**src/rtl/irq_pkg.sv**
```systemverilog
package irq_pkg;
  localparam int NSRC    = 6;
  localparam int VW      = $clog2(NSRC);
  localparam int EN_W    = 8;
  localparam int GIE_BIT = 7;
  localparam int RSV_BIT = 6;
  localparam int CLR_W   = NSRC + 1;
  localparam int NPAIR   = 2;

  typedef enum logic [VW-1:0] {
    V_EXT0 = 3'd0,
    V_TMR0 = 3'd1,
    V_EXT1 = 3'd2,
    V_TMR1 = 3'd3,
    V_SER  = 3'd4,
    V_TMR2 = 3'd5
  } vec_e;
endpackage

```
**src/rtl/irq_enable_reg.sv**
```systemverilog
module irq_enable_reg
  import irq_pkg::*;
(
  input  logic            clk,
  input  logic            rst_n,
  input  logic            wr,
  input  logic [EN_W-1:0] wdata,
  output logic [EN_W-1:0] q
);
  localparam logic [EN_W-1:0] KEEP = ~(EN_W'(1) << RSV_BIT);

  logic [EN_W-1:0] q_r, q_d;

  always_comb begin
    q_d = q_r;
    if (wr) q_d = wdata & KEEP;
  end

  always_ff @(posedge clk or negedge rst_n) begin
    if (!rst_n) q_r <= '0;
    else if (wr) q_r <= q_d;
  end

  assign q = q_r;
endmodule

```
**src/rtl/irq_src_flags.sv**
```systemverilog
module irq_src_flags
  import irq_pkg::*;
(
  input  logic             clk,
  input  logic             rst_n,
  input  logic             tick,
  input  logic [NPAIR-1:0] ext_n,
  input  logic [NPAIR-1:0] ext_edge,
  input  logic [NPAIR-1:0] tmr_ovf,
  input  logic             t2_ovf,
  input  logic             t2_ext,
  input  logic             ser_set,
  input  logic             clr_we,
  input  logic [CLR_W-1:0] clr_mask,
  input  logic [NSRC-1:0]  ack_clr,
  output logic [NSRC-1:0]  vis
);
  logic [CLR_W-1:0] clr;
  assign clr = clr_we ? clr_mask : '0;

  for (genvar i = 0; i < NPAIR; i++) begin : g_pair
    localparam int EI = 2 * i;
    localparam int TI = 2 * i + 1;
    logic s1_q, s2_q, ef_q, ef_d, fall;
    logic tf_q, tf_d, tl_q, tl_d, tclr;

    assign fall = s2_q & ~s1_q;
    assign tclr = clr[TI] | ack_clr[TI];

    always_comb begin
      ef_d = ef_q;
      if (!ext_edge[i]) ef_d = 1'b0;
      else begin
        if (clr[EI] || ack_clr[EI]) ef_d = 1'b0;
        if (fall) ef_d = 1'b1;
      end
      tf_d = tf_q;
      if (tclr) tf_d = 1'b0;
      if (tmr_ovf[i]) tf_d = 1'b1;
      tl_d = tl_q;
      if (tick) tl_d = tf_q;
      if (tclr) tl_d = 1'b0;
    end

    always_ff @(posedge clk or negedge rst_n) begin
      if (!rst_n) begin
        s1_q <= 1'b1;
        s2_q <= 1'b1;
        ef_q <= 1'b0;
        tf_q <= 1'b0;
        tl_q <= 1'b0;
      end else begin
        s1_q <= ext_n[i];
        s2_q <= s1_q;
        ef_q <= ef_d;
        tf_q <= tf_d;
        tl_q <= tl_d;
      end
    end

    assign vis[EI] = ext_edge[i] ? ef_q : ~s1_q;
    assign vis[TI] = tl_q;
  end

  logic sf_q, sf_d, t2o_q, t2o_d, t2x_q, t2x_d;

  always_comb begin
    sf_d = sf_q;
    if (clr[V_SER]) sf_d = 1'b0;
    if (ser_set) sf_d = 1'b1;
    t2o_d = t2o_q;
    if (clr[V_TMR2]) t2o_d = 1'b0;
    if (t2_ovf) t2o_d = 1'b1;
    t2x_d = t2x_q;
    if (clr[NSRC]) t2x_d = 1'b0;
    if (t2_ext) t2x_d = 1'b1;
  end

  always_ff @(posedge clk or negedge rst_n) begin
    if (!rst_n) begin
      sf_q  <= 1'b0;
      t2o_q <= 1'b0;
      t2x_q <= 1'b0;
    end else begin
      sf_q  <= sf_d;
      t2o_q <= t2o_d;
      t2x_q <= t2x_d;
    end
  end

  assign vis[V_SER]  = sf_q;
  assign vis[V_TMR2] = t2o_q | t2x_q;
endmodule

```
**src/rtl/irq_poll.sv**
```systemverilog
module irq_poll
  import irq_pkg::*;
(
  input  logic            clk,
  input  logic            rst_n,
  input  logic            tick,
  input  logic [NSRC-1:0] vis,
  input  logic [EN_W-1:0] en,
  input  logic            ack,
  input  logic            reti,
  output logic            req,
  output logic [VW-1:0]   vec,
  output logic            svc,
  output logic [NSRC-1:0] ack_clr
);
  logic [NSRC-1:0] elig;
  logic [VW-1:0]   win;
  logic            take;
  logic            req_q, req_d, svc_q, svc_d;
  logic [VW-1:0]   vec_q, vec_d;

  assign elig = en[GIE_BIT] ? (vis & en[NSRC-1:0]) : '0;
  assign take = req_q & ack;

  always_comb begin
    win = '0;
    for (int i = NSRC - 1; i >= 0; i--)
      if (elig[i]) win = VW'(i);
  end

  always_comb begin
    for (int i = 0; i < NSRC; i++)
      ack_clr[i] = take && (vec_q == VW'(i));
  end

  always_comb begin
    req_d = req_q;
    vec_d = vec_q;
    svc_d = svc_q;
    if (take) begin
      req_d = 1'b0;
      svc_d = 1'b1;
    end else if (reti && svc_q) begin
      svc_d = 1'b0;
    end else if (tick && !req_q && !svc_q && (|elig)) begin
      req_d = 1'b1;
      vec_d = win;
    end
  end

  always_ff @(posedge clk or negedge rst_n) begin
    if (!rst_n) begin
      req_q <= 1'b0;
      vec_q <= '0;
      svc_q <= 1'b0;
    end else begin
      req_q <= req_d;
      vec_q <= vec_d;
      svc_q <= svc_d;
    end
  end

  assign req = req_q;
  assign vec = vec_q;
  assign svc = svc_q;
endmodule

```
**src/rtl/mcu_irq_ctrl.sv**
```systemverilog
module mcu_irq_ctrl
  import irq_pkg::*;
(
  input  logic             clk,
  input  logic             rst_n,
  input  logic             phase_tick,
  input  logic             en_we,
  input  logic [EN_W-1:0]  en_wdata,
  output logic [EN_W-1:0]  en_rdata,
  input  logic             flag_clr_we,
  input  logic [CLR_W-1:0] flag_clr_mask,
  input  logic [NPAIR-1:0] ext_n,
  input  logic [NPAIR-1:0] ext_edge,
  input  logic             t0_ovf,
  input  logic             t1_ovf,
  input  logic             t2_ovf,
  input  logic             t2_ext,
  input  logic             spi_done,
  input  logic             uart_done,
  output logic             irq_req,
  output logic [VW-1:0]    irq_vec,
  input  logic             irq_ack,
  input  logic             irq_reti
);
  logic [EN_W-1:0] en_q;
  logic [NSRC-1:0] vis;
  logic [NSRC-1:0] ack_clr;
  logic            in_svc;

  irq_enable_reg u_en (
    .clk   (clk),
    .rst_n (rst_n),
    .wr    (en_we),
    .wdata (en_wdata),
    .q     (en_q)
  );

  irq_src_flags u_flags (
    .clk      (clk),
    .rst_n    (rst_n),
    .tick     (phase_tick),
    .ext_n    (ext_n),
    .ext_edge (ext_edge),
    .tmr_ovf  ({t1_ovf, t0_ovf}),
    .t2_ovf   (t2_ovf),
    .t2_ext   (t2_ext),
    .ser_set  (spi_done | uart_done),
    .clr_we   (flag_clr_we),
    .clr_mask (flag_clr_mask),
    .ack_clr  (ack_clr),
    .vis      (vis)
  );

  irq_poll u_poll (
    .clk     (clk),
    .rst_n   (rst_n),
    .tick    (phase_tick),
    .vis     (vis),
    .en      (en_q),
    .ack     (irq_ack),
    .reti    (irq_reti),
    .req     (irq_req),
    .vec     (irq_vec),
    .svc     (in_svc),
    .ack_clr (ack_clr)
  );

  assign en_rdata = en_q;
endmodule

```
**config.mk**
```make
export PLATFORM = sky130hd
export DESIGN_NAME = mcu_irq_ctrl
export DESIGN_NICKNAME = d
export VERILOG_FILES = /design/src/rtl/irq_pkg.sv /design/src/rtl/irq_enable_reg.sv /design/src/rtl/irq_src_flags.sv /design/src/rtl/irq_poll.sv /design/src/rtl/mcu_irq_ctrl.sv
export SDC_FILE = /design/constraint.sdc
export NUM_CORES = 1
export LEC_CHECK = 0
export BUFFER_PORTS_ARGS = -buffer_cell sky130_fd_sc_hd__buf_2
export CORE_ASPECT_RATIO = 1.1
export CORE_MARGIN = 2
export CORE_UTILIZATION = 35
export CTS_BUF_LIST = sky130_fd_sc_hd__clkbuf_8 sky130_fd_sc_hd__clkbuf_16
export CTS_CLUSTER_SIZE = 10
export DETAILED_ROUTE_END_ITERATION = 6
export PLACE_DENSITY_LB_ADDON = 0.2
export SETUP_SLACK_MARGIN = 0.4
export SLEW_MARGIN = 30
export SYNTH_ARGS = -nofsm -noshare
export SYNTH_HDL_FRONTEND = slang
export SYNTH_SLANG_ARGS = --single-unit
```
**constraint.sdc**
```tcl
create_clock -name clk -period 1.19 [get_ports clk]
set_input_delay 0.0595 -clock clk [delete_from_list [all_inputs] [get_ports clk]]
set_output_delay 0.0595 -clock clk [all_outputs]
set_load 0.02 [all_outputs]
```
# Yosys cells after proc, flatten, opt, wreduce, memory -nomap -nowiden
# Cells that the tools add are included.
# classes
magnitude_cmp,0
add_sub_neg,0
div,0
bitwise_logic,12
n_reduce_logical,25
n_shift,0
n_mux,35
mul,0
n_eq_ne,6
# ops
operator,count
1-bit two-way mux,27
3-bit two-way mux,6
2-bit nonzero test,9
1-bit logical AND,8
7-bit two-way mux,1
6-bit bitwise AND,1
3-bit by 2-bit equality test with 1-bit output (second input constant),2
6-bit two-way mux,1
3-bit by 1-bit != test with 1-bit output (second input constant),2
6-bit OR reduction,1
1-bit inverter,4
1-bit OR,4
1-bit bitwise AND,3
3-bit by 1-bit equality test with 1-bit output (second input constant),1
3-bit logical NOT,1
3-bit AND reduction,1
1-bit logical NOT,2
1-bit logical OR,2
2-bit by 1-bit != test with 1-bit output (second input constant),1
2-bit AND reduction,1
# word_totals
latch_bits,0
in_bits,32
romBits,0
memories,0
register_bits,25
out_inout_bits,12
wordCells,95
ramBits,0

# Depth between registers and ports, before layout
# depth
depth_word,10
depth_mapped,5
ltp_nobuf,5

# Modules after synthesis
# Synthesis repeated with hierarchy kept, for this count alone.
# hier_totals
cells_unflattened,100
area_unflattened_um2,1163.6
# modules_own_cells
mod,n_inst,seq_area_each_um2,area_each_um2,cells_per_inst
irq_src_flags,1,330.3,518.0,43
irq_poll,1,125.1,336.6,39
irq_enable_reg,1,175.2,302.8,17
mcu_irq_ctrl,1,0.0,6.3,1

# Worst setup path after synthesis
# No wires, ideal clock.
# synth_path
path_kind,flip-flop to flip-flop
from,register u_en.q_r[7] (netlist: u_en.q[7])
to,register u_poll.vec_q[0] (netlist: u_poll.vec[0])
arrival_ps,1243
required_ps,1126
path_buffers,0
setup_slack_ps,-117
stages_incl_launch_ff,6
setup_time_ps,64
path_cell_list,dfrtp_1 inv_1 a41oi_1 o31ai_4 a211oi_2 a21o_1
# synth_between
elab_chain_cells,7
word_cells_on_any_way,10
cone_classes,7 x mux; 3 x reduce/logical
# synth_lines
element,line_no,rtl
"start, declared",irq_enable_reg.sv:12,"logic [EN_W-1:0] q_r, q_d;"
"start signal, assigned",irq_enable_reg.sv:21,else if (wr) q_r <= q_d;
6-bit two-way mux (*),irq_poll.sv:22,assign elig = en[GIE_BIT] ? (vis & en[NSRC-1:0]) : '0;
3-bit two-way mux (6 in series),irq_poll.sv:28,if (elig[i]) win = VW'(i);
"end signal, assigned",irq_poll.sv:58,vec_q <= vec_d;
"end, declared",irq_poll.sv:20,"logic [VW-1:0] vec_q, vec_d;"
# Every way passes the cells marked *; elsewhere a longest branch is shown, timed or not.
# A chain may end at the register's enable or synchronous reset.

# Worst setup path in the final report
# layout_path
from,register u_flags.g_pair[1].s1_q
to,register u_poll.vec_q[0] (netlist: u_poll.vec[0])
# layout_between
elab_chain_cells,7
word_cells_on_any_way,10
cone_classes,5 x mux; 2 x bitwise; 3 x reduce/logical
# layout_lines
element,line_no,rtl
"start, declared",irq_src_flags.sv:24,"logic s1_q, s2_q, ef_q, ef_d, fall;"
"start signal, assigned",irq_src_flags.sv:53,s1_q <= ext_n[i];
1-bit inverter (*),irq_src_flags.sv:61,assign vis[EI] = ext_edge[i] ? ef_q : ~s1_q;
1-bit two-way mux (*),irq_src_flags.sv:61,
6-bit bitwise AND (*),irq_poll.sv:22,
6-bit two-way mux (*),irq_poll.sv:22,
6-bit OR reduction / 3-bit two-way mux (equally long branches),"irq_poll.sv:45, irq_poll.sv:28",
1-bit logical AND / 3-bit two-way mux (equally long branches),"irq_poll.sv:45, irq_poll.sv:28",
3-bit AND reduction (no source line) / 3-bit two-way mux (equally long branches),-,
# Marked as above.

==> out/metrics.csv <==
metric;value;unit
status;finished with violations;
violations;negative hold slack, negative setup slack;
hpwlAfterDp;1.97;mm
min_period;1.34;ns
clock-root-buffer;clkbuf_8;
clk_path_buf_depth;2;
diodes;0;
grt_antenna_before_repair;0;
die_w;57.8;µm
grt_pass1_wl;4.68;mm
leakagePower;0.000895;µW
setup_violations;4;
seqPwrFrac;0.418;
cts-htree-levels;1;
overflow;0;
min_path_type;in -> reg;
layout-drive-gt1-share;0.657;
p_sw_frac;0.324;
vias;1025;
period_share;1.12;
firstDrtPassIters;4;
cp.arrival;1.55;ns
die_area;3650;µm²
hold_viol;1;
power;2630;µW
rsz0062_at_grt;yes;
drtIter0Drc;21;
cts.hold.buffers_added;10;
synth_flop_cell;dfrtp_1;
synth-edff-count;0;
p_comb_frac;0.393;
ys_warn_count;0;
insertion_delay;0.27;ns
clk_pin_slew_worst_paths;0.09;ns
max_cap_violations;0;
synth_area;1110;µm²
cts-buffers-inserted;3;
timing.fmax;748;MHz
grt_max_degree;26;
fp-row-count;21;
crit_required;1.41;ns
wl_per_cell;13.3;µm
nets;208;
slew_violations;0;
seq_area_frac_synth;0.567;
syn_inst;98;
synth_nets;130;
switching_power;854;µW
ys_types;35;
synth_common_cells;dfrtp_1, nand2_1, mux2_2, a21o_1;
yosysMostFrequentCell;dfrtp_1;
grt_use_total;0.168;
synth_top_cell_area_share;0.472;
endpoint_kind;flip-flop;
drcViolationCount;0;
p_int;1780;µW
io_buffers;41;
postSynthAreaPerCell;11.4;µm²
fp.dieH;63.1;µm
synth_area_leaders;dfrtp_1, dfstp_2, nand2_1, mux2_2, a21o_1;
worstSetupStartpointType;flip-flop;
ys_ff_latch;25;
globalplace.congestion;0.797;
power.clock.fraction;0.189;
peakVddDrop;0.000993;V
setup_slack;-0.148;ns
drt_wl_total;2.78;mm
num_io_pins;44;
fillers;266;
fin_skew;0.00607;ns
core;3050;µm²
area_growth;73.0;%
start_util;0.365;
ant_nets;0;
setup-tns-final;-0.386;ns
cts_tree;yes;
holdWs;-0.0211;ns
power.density;1370;nW/µm²
synthArstFlopShare;1.00;
yosysTopAreaCell;dfrtp_1;
critPathKind;reg -> reg;
via_per_inst;4.90;
grt_pass1_vias;1061;
cts.sinks;25;
path_max_fanout;3;
## kinds of logic (layout without fill, tap and decap cells)
logic type / after synthesis / count (layout) / share of synthesized area
other cells: 1 / 1 / 0.00337
compound gates: 25 / 25 / 0.180
buf+inv: 6 / 83 / 0.0236
simple gates: 33 / 33 / 0.147
mux: 8 / 8 / 0.0787
flops: 25 / 25 / 0.567
## sequential cells by signal, summed over array words and instances, names as in the netlist
| register | flops |
|---|---|
| u_en.q | 7 |
| u_poll.vec | 3 |
| u_flags.g_pair.ef_q | 2 |
| u_flags.g_pair.s1_q | 2 |
| u_flags.g_pair.s2_q | 2 |
| u_flags.g_pair.tf_q | 2 |
| u_flags.g_pair.tl_q | 2 |
| u_flags.sf_q | 1 |
| u_flags.t2o_q | 1 |
| u_flags.t2x_q | 1 |
| u_poll.req | 1 |
| u_poll.svc | 1 |
## layout make-up
type | instances | area, µm² | area share
clock inverter | 1 | 5.00 | 0.00260
timing repair buffer | 75 | 602 | 0.313
inverter | 4 | 17.5 | 0.00910
sequential | 25 | 643 | 0.334
multi-input combinational | 67 | 573 | 0.298
clock buffer | 3 | 41.3 | 0.0215
tap | 34 | 42.5 | 0.0221
## cell usage in the layout (no fill, tap or decap), types with 2 or more instances in the layout
| cell | n |
|---|---|
| a211o_1 | 2 |
| a21o_1 | 5 |
| a21oi_1 | 3 |
| a21oi_4 | 2 |
| buf_2 | 29 |
| buf_4 | 12 |
| buf_6 | 23 |
| clkbuf_8 | 3 |
| dfrtp_1 | 11 |
| dfrtp_2 | 10 |
| dfstp_2 | 4 |
| dlygate4sd3_1 | 10 |
| inv_1 | 3 |
| mux2_4 | 6 |
| mux2i_1 | 2 |
| nand2_1 | 14 |
| nand2_2 | 4 |
| nand3b_1 | 2 |
| o21ai_2 | 3 |
| or2_4 | 2 |
## final timing paths
check	startpoint	depth (start not counted)	to	slack, ns
max in group asynchronous	rst_n	2	u_flags.g_pair[1].s1_q	0.65
min in group asynchronous	rst_n	2	u_flags.g_pair[1].ef_q	0.25
worst min register to register	u_flags.g_pair[0].s1_q	1	u_flags.g_pair[0].s2_q	0.50
worst max-delay path	u_flags.g_pair[1].s1_q	5	u_poll.vec[0]	-0.15
worst max register to register	u_flags.g_pair[1].s1_q	5	u_poll.vec[0]	-0.15
worst min-delay path	spi_done	2	u_flags.sf_q	-0.02
## worst max-delay path, cell delays in order, from the launching register on
cell,delay (ns)
dfstp_2,0.54
or2_4,0.12
a21oi_4,0.06
a211o_1,0.29
a211oi_2,0.18
a21o_1,0.10
## power groups by stage
stage	Combinational, µW	Clock, µW	Sequential (µW)
after global placement	685	0	1070
after CTS	980	518	1090
after detailed placement	692	0	1070
final	1030	498	1100
after global routing	1100	568	1120
after floorplan	217	0	1200
## metal layers
metal / vias up / wire [µm] / GRT usage
li1: 496 / - / -
met4: 0 / 36 / 0.0610
met3: 4 / 137 / 0.0370
met1: 496 / 1140 / 0.215
met2: 29 / 1460 / 0.276
met5: - / 0 / 0
## stage by stage
| stage | instance area [µm²] | setup slack [ns] | cells | util |
|---|---|---|---|---|
| after floorplan | 1150 | -0.107 | 98 | - |
| after global placement | 1520 | -0.138 | 189 | 0.498 |
| after detailed placement | 1520 | -0.171 | 189 | 0.498 |
| after CTS | 1860 | -0.140 | 207 | 0.612 |
| after global routing | 1920 | -0.183 | 209 | 0.631 |
| final | 1920 | -0.148 | 209 | 0.631 |
## what timing repair did
| action | 4_1_cts | 5_1_grt |
|---|---|---|
| buffers inserted | 4 | 2 |
| endpoints found under the hold margin | 30 | 1 |
| pin swaps | 11 | 3 |
| setup endpoints to repair | 27 | 50 |
| gates resized for setup | 48 | 11 |
Power figures use the tool's default switching activity.
